[src/rtl/udma_pkg.sv]
`timescale 1ns/1ps
// Shared types for the Ultra DMA line multiplexer.
// Assumes: one burst direction per burst, chosen at burst start.
package udma_pkg;
    typedef enum logic [1:0] {
        UM_IDLE = 2'd0,
        UM_IN   = 2'd1,
        UM_OUT  = 2'd2
    } udma_mode_e;
endpackage

[src/rtl/udma_mode_ctrl.sv]
`timescale 1ns/1ps
// Burst mode register and registered strobe-line drivers.
// Latches the burst direction at burst start and holds it for the whole burst.
// The line values and the output enable come only from flip-flops, so no
// combinational path reaches the shared lines across a mode change.
// Assumes burst_act_i and the host controls are synchronous to clk.
module udma_mode_ctrl
    import udma_pkg::*;
(
    input  logic       clk,
    input  logic       rst_n,
    input  logic       burst_act_i,
    input  logic       dir_out_i,
    input  logic       host_strobe_i,
    input  logic       host_ready_i,
    input  logic       host_stop_i,
    output udma_mode_e mode_o,
    output logic       dior_o,
    output logic       diow_o,
    output logic       pin_oe_o
);
    udma_mode_e mode_q, mode_d;
    logic       dior_d, diow_d;
    logic       dior_q, diow_q, oe_q;

    // Next mode: direction taken only on the start edge, dropped when the burst ends.
    always_comb begin
        if (!burst_act_i)
            mode_d = UM_IDLE;
        else if (mode_q == UM_IDLE)
            mode_d = dir_out_i ? UM_OUT : UM_IN;
        else
            mode_d = mode_q;
    end

    // Next line values, chosen by the mode that will hold after this edge.
    always_comb begin
        unique case (mode_d)
            UM_IN: begin
                dior_d = host_ready_i;
                diow_d = host_stop_i;
            end
            UM_OUT: begin
                dior_d = host_strobe_i;
                diow_d = host_stop_i;
            end
            default: begin
                dior_d = 1'b1;
                diow_d = 1'b1;
            end
        endcase
    end

    // Mode, line and enable registers.
    always_ff @(posedge clk) begin
        if (!rst_n) begin
            mode_q <= UM_IDLE;
            dior_q <= 1'b1;
            diow_q <= 1'b1;
            oe_q   <= 1'b0;
        end else begin
            mode_q <= mode_d;
            dior_q <= dior_d;
            diow_q <= diow_d;
            oe_q   <= 1'b1;
        end
    end

    assign mode_o   = mode_q;
    assign dior_o   = dior_q;
    assign diow_o   = diow_q;
    assign pin_oe_o = oe_q;

    AST_IDLE_NEGATED: assert property (@(posedge clk) disable iff (!rst_n)
        ($past(rst_n) && !$past(burst_act_i)) |-> (dior_q && diow_q));
    AST_DIN_READY: assert property (@(posedge clk) disable iff (!rst_n)
        ($past(rst_n) && mode_q == UM_IN) |-> (dior_q == $past(host_ready_i)));
    AST_DOUT_STROBE: assert property (@(posedge clk) disable iff (!rst_n)
        ($past(rst_n) && mode_q == UM_OUT) |-> (dior_q == $past(host_strobe_i)));
    AST_STOP_LINE: assert property (@(posedge clk) disable iff (!rst_n)
        ($past(rst_n) && $past(burst_act_i)) |-> (diow_q == $past(host_stop_i)));
    AST_DIR_HELD: assert property (@(posedge clk) disable iff (!rst_n)
        (mode_q != UM_IDLE && burst_act_i) |=> (mode_q == $past(mode_q)));
    AST_OE_ON: assert property (@(posedge clk) disable iff (!rst_n)
        $past(rst_n) |-> oe_q);
endmodule

[src/rtl/udma_iordy_demux.sv]
`timescale 1ns/1ps
// Synchronises the drive's ready line and routes it by burst mode:
// drive strobe in data-in bursts, drive ready in data-out bursts,
// inverted PIO wait between bursts. Every output is 0 outside its mode.
// Assumes SYNC_STAGES >= 1. The chain resets to 1, meaning "not waiting".
module udma_iordy_demux
    import udma_pkg::*;
#(
    parameter int SYNC_STAGES = 2
) (
    input  logic       clk,
    input  logic       rst_n,
    input  logic       iordy_i,
    input  udma_mode_e mode_i,
    output logic       drv_strobe_o,
    output logic       drv_ready_o,
    output logic       pio_wait_o
);
    localparam int LAST = SYNC_STAGES - 1;

    logic [SYNC_STAGES-1:0] sync_q;
    logic                   line_s;

    generate
        if (SYNC_STAGES == 1) begin : g_one
            // Single capture flop.
            always_ff @(posedge clk) begin
                if (!rst_n) sync_q <= '1;
                else        sync_q <= iordy_i;
            end
        end else begin : g_chain
            // Shift chain, the newest sample enters at bit 0.
            always_ff @(posedge clk) begin
                if (!rst_n) sync_q <= '1;
                else        sync_q <= {sync_q[SYNC_STAGES-2:0], iordy_i};
            end
        end
    endgenerate

    assign line_s = sync_q[LAST];

    // Route the synchronised line to the output belonging to the current mode.
    always_comb begin
        drv_strobe_o = 1'b0;
        drv_ready_o  = 1'b0;
        pio_wait_o   = 1'b0;
        unique case (mode_i)
            UM_IN:   drv_strobe_o = line_s;
            UM_OUT:  drv_ready_o  = line_s;
            default: pio_wait_o   = ~line_s;
        endcase
    end

    AST_ONE_ROUTE: assert property (@(posedge clk) disable iff (!rst_n)
        $onehot0({drv_strobe_o, drv_ready_o, pio_wait_o}));
endmodule

[src/rtl/udma_crc_acc.sv]
`timescale 1ns/1ps
// Running CRC over the words of a data-out burst.
// Seeds at the burst start edge and updates once per valid word while a
// data-out burst continues. Pulses done for one cycle after a data-out burst
// ends, and holds the result until the next burst starts.
// Assumes the word is processed MSB first, with no reflection or final inversion.
module udma_crc_acc
    import udma_pkg::*;
#(
    parameter int                CRC_W  = 16,
    parameter int                WORD_W = 16,
    parameter logic [CRC_W-1:0]  POLY   = 16'h1021,
    parameter logic [CRC_W-1:0]  SEED   = 16'h4ABA
) (
    input  logic              clk,
    input  logic              rst_n,
    input  udma_mode_e        mode_i,
    input  logic              burst_act_i,
    input  logic              word_valid_i,
    input  logic [WORD_W-1:0] word_i,
    output logic [CRC_W-1:0]  crc_o,
    output logic              done_o
);
    logic [CRC_W-1:0] crc_q;
    logic             done_q;
    logic             start_w, upd_w, end_w;

    // One word through the serial CRC, unrolled over WORD_W bits.
    function automatic logic [CRC_W-1:0] crc_step(input logic [CRC_W-1:0] c,
                                                  input logic [WORD_W-1:0] d);
        logic [CRC_W-1:0] r;
        logic             fb;
        r = c;
        for (int b = WORD_W - 1; b >= 0; b--) begin
            fb = r[CRC_W-1] ^ d[b];
            r  = {r[CRC_W-2:0], 1'b0};
            if (fb) r = r ^ POLY;
        end
        return r;
    endfunction

    assign start_w = (mode_i == UM_IDLE) && burst_act_i;
    assign upd_w   = (mode_i == UM_OUT) && burst_act_i && word_valid_i;
    assign end_w   = (mode_i == UM_OUT) && !burst_act_i;

    // CRC register: seed, update or hold.
    always_ff @(posedge clk) begin
        if (!rst_n)       crc_q <= SEED;
        else if (start_w) crc_q <= SEED;
        else if (upd_w)   crc_q <= crc_step(crc_q, word_i);
    end

    // End-of-data-out-burst pulse.
    always_ff @(posedge clk) begin
        if (!rst_n) done_q <= 1'b0;
        else        done_q <= end_w;
    end

    assign crc_o  = crc_q;
    assign done_o = done_q;

    AST_SEED_LOAD: assert property (@(posedge clk) disable iff (!rst_n)
        start_w |=> (crc_q == SEED));
    AST_CRC_FROZEN: assert property (@(posedge clk) disable iff (!rst_n)
        (mode_i != UM_OUT && !burst_act_i) |=> $stable(crc_q));
    AST_DONE_SINGLE: assert property (@(posedge clk) disable iff (!rst_n)
        done_q |=> !done_q);
endmodule

[src/rtl/udma_pin_mux.sv]
`timescale 1ns/1ps
// Ultra DMA control-line multiplexer, top level.
// Gives the read-strobe, write-strobe and ready lines their burst meanings
// while burst_act_i is high, puts back the PIO meanings when it drops, and
// keeps the data-out burst CRC. Assumes a clock of 66 MHz or more for
// mode-2 bursts. Burst timing is produced outside this block.
module udma_pin_mux
    import udma_pkg::*;
#(
    parameter int               SYNC_STAGES = 2,
    parameter int               WORD_W      = 16,
    parameter int               CRC_W       = 16,
    parameter logic [CRC_W-1:0] CRC_POLY    = 16'h1021,
    parameter logic [CRC_W-1:0] CRC_SEED    = 16'h4ABA
) (
    input  logic              clk,
    input  logic              rst_n,
    input  logic              burst_act_i,
    input  logic              dir_out_i,
    input  logic              host_strobe_i,
    input  logic              host_ready_i,
    input  logic              host_stop_i,
    input  logic              word_valid_i,
    input  logic [WORD_W-1:0] word_i,
    input  logic              iordy_i,
    output logic              dior_o,
    output logic              diow_o,
    output logic              pin_oe_o,
    output logic              drv_strobe_o,
    output logic              drv_ready_o,
    output logic              pio_wait_o,
    output logic [CRC_W-1:0]  crc_o,
    output logic              crc_done_o
);
    udma_mode_e mode_w;

    udma_mode_ctrl u_mode (
        .clk           (clk),
        .rst_n         (rst_n),
        .burst_act_i   (burst_act_i),
        .dir_out_i     (dir_out_i),
        .host_strobe_i (host_strobe_i),
        .host_ready_i  (host_ready_i),
        .host_stop_i   (host_stop_i),
        .mode_o        (mode_w),
        .dior_o        (dior_o),
        .diow_o        (diow_o),
        .pin_oe_o      (pin_oe_o)
    );

    udma_iordy_demux #(.SYNC_STAGES(SYNC_STAGES)) u_rdy (
        .clk          (clk),
        .rst_n        (rst_n),
        .iordy_i      (iordy_i),
        .mode_i       (mode_w),
        .drv_strobe_o (drv_strobe_o),
        .drv_ready_o  (drv_ready_o),
        .pio_wait_o   (pio_wait_o)
    );

    udma_crc_acc #(
        .CRC_W  (CRC_W),
        .WORD_W (WORD_W),
        .POLY   (CRC_POLY),
        .SEED   (CRC_SEED)
    ) u_crc (
        .clk          (clk),
        .rst_n        (rst_n),
        .mode_i       (mode_w),
        .burst_act_i  (burst_act_i),
        .word_valid_i (word_valid_i),
        .word_i       (word_i),
        .crc_o        (crc_o),
        .done_o       (crc_done_o)
    );

    AST_DONE_AFTER_OUT: assert property (@(posedge clk) disable iff (!rst_n)
        crc_done_o |-> ($past(mode_w) == UM_OUT && !$past(burst_act_i)));
endmodule

[config.mk]
export PLATFORM = sky130hd
export DESIGN_NAME = udma_pin_mux
export DESIGN_NICKNAME = d
export VERILOG_FILES = /design/src/rtl/udma_pkg.sv /design/src/rtl/udma_mode_ctrl.sv /design/src/rtl/udma_iordy_demux.sv /design/src/rtl/udma_crc_acc.sv /design/src/rtl/udma_pin_mux.sv
export SDC_FILE = /design/constraint.sdc
export NUM_CORES = 1
export LEC_CHECK = 0
export BUFFER_PORTS_ARGS = -buffer_cell sky130_fd_sc_hd__buf_2
export CAP_MARGIN = 10
export CORE_MARGIN = 2
export CORE_UTILIZATION = 40
export DETAILED_ROUTE_END_ITERATION = 10
export GPL_TIMING_DRIVEN = 0
export PLACE_DENSITY_LB_ADDON = 0.2
export SETUP_SLACK_MARGIN = 0.3
export SLEW_MARGIN = 10
export SYNTH_ARGS = -nofsm -noshare
export SYNTH_HDL_FRONTEND = slang
export SYNTH_SLANG_ARGS = --single-unit
export TNS_END_PERCENT = 30
[constraint.sdc]
create_clock -name clk -period 5.7 [get_ports clk]
set_input_delay 0.285 -clock clk [delete_from_list [all_inputs] [get_ports clk]]
set_output_delay 0.285 -clock clk [all_outputs]
set_load 0.03 [all_outputs]
After elaboration in Yosys (flattened, before gate mapping)
Index checks and enable logic that the tools add are counted.
- flip-flop bits (word level): 24
- input bits: 25
- logic and storage cells: 124
- eq/ne operators: 4
- muxes and demuxes: 69
- bitwise logic cells: 34
- reductions and logical operators: 10
- operators with widths (kind ; number):
    $mux W16 ; 45
    $mux W13 ; 16
    $not A3 Y3 ; 16
    $xor A1 B1 Y1 ; 16
    $mux W2 ; 3
    $reduce_or A2 Y1 ; 3
    $eq A2 B1 Y1 const B ; 2
    $eq A2 B2 Y1 const B ; 2
    $logic_and A1 B1 Y1 ; 4
    $mux W1 ; 4
    $logic_not A2 Y1 ; 1
    $not A1 Y1 ; 2
    $pmux W1 S2 ; 1
    $reduce_and A2 Y1 ; 1
    $logic_not A1 Y1 ; 1

Longest topological paths before layout
Gate-level depths: netlist of run 1.
- word-level depth: 78
- depth in mapped cells: 9

Hierarchy
From an unflattened synthesis of run 1, not the netlist that was laid out.
- cells, all modules: 143
- area total of the unflattened synthesis: 1502.7 µm²
- modules (own cells, without submodules) (module ; instances ; cells each ; area each (µm²) ; seq. area each (µm²)):
    udma_crc_acc ; 1 ; 114 ; 1197.4 ; 340.3
    udma_mode_ctrl ; 1 ; 18 ; 201.4 ; 100.1
    udma_iordy_demux ; 1 ; 11 ; 103.8 ; 40.0

Worst setup path before layout of run 1
No wires, ideal clock.
- path type: reg2reg
- start: register u_crc.crc_q[15], in the netlist u_crc.crc_o[15]
- end: register u_crc.crc_q[15], in the netlist u_crc.crc_o[15]
- data arrival time: 2.051 ns
- data required time: 5.584 ns
- setup slack: 3.534 ns
- stages on the path, launching flop included: 6
- period minus slack after synthesis: 2.166 ns
- cells stage by stage: dfxtp_1 xnor2_2 xnor3_2 xnor2_2 xnor3_1 a31o_1
- word-level cells in the longest chain between the ends: 61
- elaborated cells on any way between the ends: 64
- classes of those cells: mux (58); bitwise (6)
- RTL lines (element ; RTL line ; text):
    start: declaration ; udma_crc_acc.sv:24 ; logic [CRC_W-1:0] crc_q;
    start signal: assignment ; udma_crc_acc.sv:50 ; else if (upd_w) crc_q <= crc_step(crc_q, word_i);
    $xor A1 B1 Y1 * ; udma_crc_acc.sv:35 ; fb = r[CRC_W-1] ^ d[b];
    $mux W13 * ; udma_crc_acc.sv:37 ; if (fb) r = r ^ POLY;
    $mux W16 * ; udma_crc_acc.sv:50 ;
    $mux W16 * ; udma_crc_acc.sv:49 ; else if (start_w) crc_q <= SEED;
    $mux W16 * ; udma_crc_acc.sv:48 ; if (!rst_n) crc_q <= SEED;
    $mux W13 ; udma_crc_acc.sv:37 ;
    $mux W16 * ; udma_crc_acc.sv:50 ;
    $mux W16 * ; udma_crc_acc.sv:49 ;
    [... 45 more ...] ; - ;
    $mux W16 * ; udma_crc_acc.sv:49 ;
    $mux W16 * ; udma_crc_acc.sv:48 ;
    $mux W16 * ; udma_crc_acc.sv:50 ;
    $mux W16 * ; udma_crc_acc.sv:49 ;
    $mux W16 * ; udma_crc_acc.sv:48 ;
    $mux W16 * ; udma_crc_acc.sv:50 ;
    $mux W16 * ; udma_crc_acc.sv:49 ;
    $mux W16 * ; udma_crc_acc.sv:48 ;
Every way passes the cells marked *; elsewhere a longest branch is shown, timed or not. The select of a mux whose other input is x is not followed.
A chain may end at the register's enable or synchronous reset.

Worst setup path after layout of run 1
- start: register u_crc.crc_q[14], in the netlist u_crc.crc_o[14]
- end: register u_crc.crc_q[7], in the netlist u_crc.crc_o[7]
- word-level cells in the longest chain between the ends: 55
- RTL lines (element ; RTL line):
    $mux W16 ; udma_crc_acc.sv:50
    $mux W16 ; udma_crc_acc.sv:49
    $mux W16 ; udma_crc_acc.sv:48
    $xor A1 B1 Y1 ; udma_crc_acc.sv:35
    $mux W13 ; udma_crc_acc.sv:37
    $mux W16 ; udma_crc_acc.sv:50
    $mux W16 ; udma_crc_acc.sv:49
    $mux W16 ; udma_crc_acc.sv:48
    [... 39 more ...] ; -
    $mux W16 ; udma_crc_acc.sv:50
    $mux W16 ; udma_crc_acc.sv:49
    $mux W16 ; udma_crc_acc.sv:48
    $mux W13 ; udma_crc_acc.sv:37
    $mux W16 ; udma_crc_acc.sv:50
    $mux W16 ; udma_crc_acc.sv:49
    $mux W16 ; udma_crc_acc.sv:48
    $mux W13 ; udma_crc_acc.sv:37
No other way between the ends. The select of a mux whose other input is x is not followed.

==> results of run 1 <==
[routing by layer]
metal / vias up / GRT usage, %
met2: 29 / 30.93
met3: 5 / 3.472
met4: 0 / 7.979
met5: - / 0
met1: 525 / 18.14
li1: 588 / -
[how the worst max path moves through the flow]
stage | depth (start not counted) | start | slack, ns | to
CTS | 6 | u_crc.crc_o[14] | 3.43 | u_crc.crc_o[7]
floorplan | 5 | u_crc.crc_o[15] | 3.53 | u_crc.crc_o[15]
finish | 6 | u_crc.crc_o[14] | 3.45 | u_crc.crc_o[7]
detailed placement | 7 | word_i[14] | 3.39 | u_crc.crc_o[7]
global route | 6 | u_crc.crc_o[14] | 3.24 | u_crc.crc_o[7]
global placement | 7 | word_i[14] | 3.40 | u_crc.crc_o[7]
[cell type report]
type	instances	area (um^2)
fillers	361	1775
multi-input cells	113	969.7
flip-flops and latches	24	480.5
repair buffers	47	235.2
well taps	48	60.06
clock buffers	4	55.05
plain buffers	4	15.01
inverters	4	15.01
[cell usage after synthesis, types with 4 or more instances]
master    number  area, um^2
dfxtp_1       24       480.5
xnor3_1        4       90.09
nand2_1       10       37.54
xnor2_2        8       130.1
nor2_1        10       37.54
clkbuf_1       4       15.01
and2_1         6       37.54
o21ai_0        7       35.03
o211ai_1       5       37.54
xnor2_1       23       201.4
xor2_1         9       78.83
inv_1          4       15.01
ha_1           5       62.56
[state kept, by name (all words and copies together) (netlist names)]
signal / count
u_crc.crc_o: 16
u_mode.mode_o: 2
u_crc.done_o: 1
u_mode.diow_o: 1
u_mode.dior_o: 1
u_mode.pin_oe_o: 1
u_rdy.sync_q: 2
[power breakdown]
group          leakage [uW]  internal, uW  switching [uW]  total, uW
sequential         0.000195           172            2.28        174
combinational      0.000622          75.6            71.9        147
clock             0.0000288          62.0            60.3        122
[cell families (layout without fill, tap and decap cells)]
kind of cell	count (synthesis)	count (layout)	synth area share, %
compound gates	22	22	9.806
xor+xnor	47	47	38.63
fa+ha+maj	5	5	4.227
buf+inv	8	59	2.028
flops	24	24	32.46
simple gates	39	39	12.85
[per-stage QoR]
step	setup WS, ns	std cells	total power, uW	hold slack (ns)
finish	3.454	244	443.8	0.1783
global placement	3.399	240	323.3	0.3905
global route	3.243	244	469.4	0.1967
floorplan	3.534	145	295.4	0.3127
detailed placement	3.389	240	325.8	0.4003
CTS	3.427	244	452.9	0.1648
[worst max-delay path, cell delays in order (launching register included)]
cell	delay [ns]
dfxtp_1	0.34
xnor2_1	0.37
xnor3_1	0.60
xnor2_2	0.29
xor3_1	0.28
o21ai_0	0.16
nand3b_1	0.09
==> out/metrics.csv, run 1 <==
stage;metric;value;unit
finish;final_core_util;50.76;%
drt;wl_met3;157;um
finish;diodes;0;
worst_setup_path;endpoint_kind;register;
clock_tree;cts_resized;0;
global_routing;antenna_found_initial;0;
sta;rsz0062_at_grt;false;
placed_design;dpl.hpwl;2404;um
drt;drtPass1Iterations;4;
clock_tree;cts_made_buffers;3;
synth;synth_top_flop_cell;dfxtp_1;
floorplan;ioPinCount;48;
synth;synth_cell_types;28;
flow_run;maxCapViolCount;0;
synth;syn_inst;145;
synth;ys_seq_area_share;32.46;%
clock_tree;root_buffer;clkbuf_8;
pwr;vdd_ir_drop_max;0.1233;mV
drt;vias_per_cell;4.701;
clock_tree;clk_latency;0.28;ns
sta;hold_violations;0;
min_path;hold_depth;2;
min_path;hp-start;iordy_i;
global_routing;grt_pass1_vias;1243;
pwr;power_density;242.4;mW/mm^2
finish;final_cell_area;0.001831;mm^2
floorplan;die_area;0.004203;mm^2
drt;ant_nets;0;
global_routing;grtUsageTotal;16.80;%
finish;syn_to_final_growth;23.67;%
finish;final_cell_mix;47 x buf_2, 24 x dfxtp_1, 23 x xnor2_1;
clock_tree;post_cts_buffers;0;
synth;ys_seq_elements;24;
drt;drcViolationCount;0;
drt;topRoutingLayerUsed;met4;
finish;layout.nets;227;
sta;tightest_slew;0.4568;ns
synth;synth_fp_nets;175;
sta;fin_tns_setup;0;ns
run_status;status;finished, final reports clean;
sta;slew_headroom;69.55;%
drt;drtIter0Drc;47;
synth;synth_edf_count;0;
worst_setup_path;rrSetupSlack;3.45;ns
min_path;hold_end;u_rdy.sync_q[0];
sta;finalSetupViolCount;0;
clock_tree;tritoncts;yes;
sta;slew_violations;0;
pwr;p_leak;0.0008457;uW
worst_setup_path;critPathKind;register to register;
worst_setup_path;timing.critical_path.from_type;register;
worst_setup_path;critPathMaxFanout;4;
drt;vias;1147;
worst_setup_path;reg2reg_to;u_crc.crc_o[7];
finish;final_common_cell;buf_2;
sta;fin_skew;0.001811;ns
worst_setup_path;r2r_start;u_crc.crc_o[14];
worst_setup_path;rr_worst_depth;6;
drt;met1_length;1262;um
placed_design;gp_congestion;0.7868;
clock_tree;clk_pin_slew;0.09;ns
clock_tree;clk_path_buf_depth;2;
synth;netlist_area;0.001480;mm^2
min_path;hp-class;primary input to register;
floorplan;core_area;0.003606;mm^2
synth;syn_area_per_cell;10.21;um^2
floorplan;die_x;64.83;um
floorplan;start_util;41.05;%
clock_tree;cts_sinks;24;
global_routing;overflow;0;
synth;synthArstFlopShare;0;%
sta;fin_crit_sh;39.41;%
worst_setup_path;cp.required;5.86;ns
clock_tree;htree_levels;1;
drt;wl_per_cell;12.39;um
drt;wl_met2;1542;um
global_routing;grt_pass1_wl;5347;um
global_routing;grt_start_max_net_pins;14;
floorplan;die_h;64.83;um
floorplan;rows;22;
sta;fin_crit;2.246;ns
placed_design;placed_area;0.001775;mm^2
worst_setup_path;critical_path_arrival;2.41;ns
finish;layout-drive-gt1-share;31.63;%
drt;routed_wl;3022;um
sta;fmax;445.2;MHz
placed_design;portBuffers;47;
clock_tree;hold_buffers;0;
synth;ys_warn_count;0;
(Power assumes the default switching activity.)
==> run 2, diff against run 1 <==
==> constraint.sdc (replaced) <==
create_clock -name clk -period 1.9 [get_ports clk]
set_input_delay 0.095 -clock clk [delete_from_list [all_inputs] [get_ports clk]]
set_output_delay 0.095 -clock clk [all_outputs]
set_load 0.03 [all_outputs]
==> out/metrics.csv, run 2 (synthesis results as in run 1) <==
stage;metric;value;unit
flow_run;maxCapViolCount;0;
worst_setup_path;critPathMaxFanout;3;
run_status;status;finished with violations;
drt;routed_wl;3331;um
global_routing;grt_pass1_wl;5492;um
floorplan;rows;22;
clock_tree;root_buffer;clkbuf_8;
floorplan;die_area;0.004203;mm^2
worst_setup_path;critical_path_arrival;2.09;ns
drt;drtIter0Drc;27;
drt;drtPass1Iterations;4;
worst_setup_path;cp_top_family;XOR/XNOR gates;
min_path;hp-class;primary input to register;
global_routing;grtUsageTotal;16.73;%
worst_setup_path;critPathBufInv;1;
worst_setup_path;cp.required;2.06;ns
worst_setup_path;endpoint_kind;register;
placed_design;dpl.hpwl;2397;um
drt;ant_nets;0;
worst_setup_path;cp_num_cells;6;
clock_tree;cts_sinks;24;
global_routing;antenna_found_initial;0;
clock_tree;clk_path_buf_depth;2;
drt;vias_per_cell;4.792;
finish;final_common_cell;buf_2;
worst_setup_path;crit_chain;xnor2_4, xnor3_2, buf_12, xnor2_4, xnor3_1, a31o_1;
worst_setup_path;cpPeakStageDelay;0.43;ns
finish;layout.nets;242;
sta;fin_crit_sh;101.7;%
sta;tightest_slew;0.4468;ns
drt;drcViolationCount;0;
sta;rsz0062_at_grt;true;
placed_design;portBuffers;47;
finish;regArea;518.0;um^2
min_path;hold_end;u_mode.diow_o;
finish;fillers;323;
pwr;power_density;671.0;mW/mm^2
finish;multi_input_area;0.001155;mm^2
floorplan;ioPinCount;48;
clock_tree;clk_latency;0.26;ns
drt;vias;1241;
clock_tree;tritoncts;yes;
worst_setup_path;timing.critical_path.from_type;register;
min_path;hp-start;host_stop_i;
sta;fin_ws;-0.03251;ns
floorplan;die_x;64.83;um
worst_setup_path;reg2reg_to;u_crc.crc_o[15];
sta;fin_crit;1.933;ns
floorplan;die_h;64.83;um
sta;finalSetupViolCount;1;
finish;final_cell_mix;47 x buf_2, 18 x xnor2_1, 11 x buf_4;
sta;fin_skew;0.006471;ns
worst_setup_path;crit_path_top_delay_cell;xnor3_2;
finish;diodes;0;
global_routing;grt_pass1_vias;1217;
placed_design;gp_congestion;0.7515;
pwr;vdd_ir_drop_max;0.4144;mV
clock_tree;htree_levels;1;
min_path;hold_depth;2;
run_status;violations;negative setup slack;
clock_tree;clk_pin_slew;0.09;ns
sta;fmax;517.5;MHz
finish;layout-drive-gt1-share;50.71;%
floorplan;start_util;41.05;%
sta;fin_tns_setup;-0.03251;ns
sta;slew_violations;0;
sta;slew_headroom;70.00;%
global_routing;overflow;0;
sta;hold_violations;0;
worst_setup_path;rrSetupSlack;-0.03;ns
worst_setup_path;rr_worst_depth;6;
drt;wl_per_cell;12.86;um
worst_setup_path;r2r_start;u_crc.crc_o[11];
pwr;p_leak;0.0009903;uW
global_routing;grt_start_max_net_pins;14;
floorplan;core_area;0.003606;mm^2
clock_tree;cts_made_buffers;3;
finish;largest_reg_flops;16;
finish;final_core_util;60.90;%
worst_setup_path;critPathKind;register to register;
worst_setup_path;crit_top_cell;xnor2_4;
finish;syn_to_final_growth;48.35;%
[run 2: worst max-delay path by stage]
stage	from	to	slack, ns
final	u_crc.crc_o[11]	u_crc.crc_o[15]	-0.03
after global routing	u_crc.crc_o[8]	u_crc.crc_o[12]	-0.09
after CTS	u_mode.mode_o[0]	u_crc.crc_o[3]	0.009
after detailed placement	u_crc.crc_o[11]	u_crc.crc_o[12]	-0.1
after global placement	u_crc.crc_o[7]	u_crc.crc_o[15]	-0.08
after floorplan	u_crc.crc_o[0]	u_crc.crc_o[12]	-0.03
[run 2: repair_timing]
item	in CTS	in global routing
hold buffers	0	1
hold endpoints to repair	0	1
pin swaps	11	10
setup endpoints to repair	16	18
buffers inserted	11	3
gates resized for setup	7	26
[run 2: final cells by class]
type | count | area share [%]
inverters | 4 | 0.6838
clock buffers | 4 | 2.507
multi-input cells | 113 | 52.59
well taps | 48 | 2.735
repair buffers | 62 | 16.87
flip-flops and latches | 24 | 23.59
plain buffers | 4 | 1.026
[run 2: where the power goes]
group / switching, uW / internal (uW)
Combinational: 271 / 346
Clock: 159 / 185
Sequential: 8.29 / 505
[run 2: per-stage QoR]
stage               total power, uW  cells  setup slack, ns  hold WS, ns  instance area, um^2
floorplan                     886.2    145         -0.03417       0.1227                 1560
global placement              974.6    240         -0.08248       0.2789                 1856
detailed placement            981.0    240         -0.09622       0.2826                 1856
CTS                            1419    255         0.008520     0.004994                 2056
global route                   1569    259         -0.08528      0.01338                 2196
finish                         1473    259         -0.03251      0.01354                 2196
[run 2: per-layer routing]
layer	share of wire [%]	GRT usage [%]	vias up
li1	-	-	627
met1	45	21.69	583
met2	50	28.74	29
met3	4.1	3.299	2
met4	0.48	3.723	0
met5	0	0	-
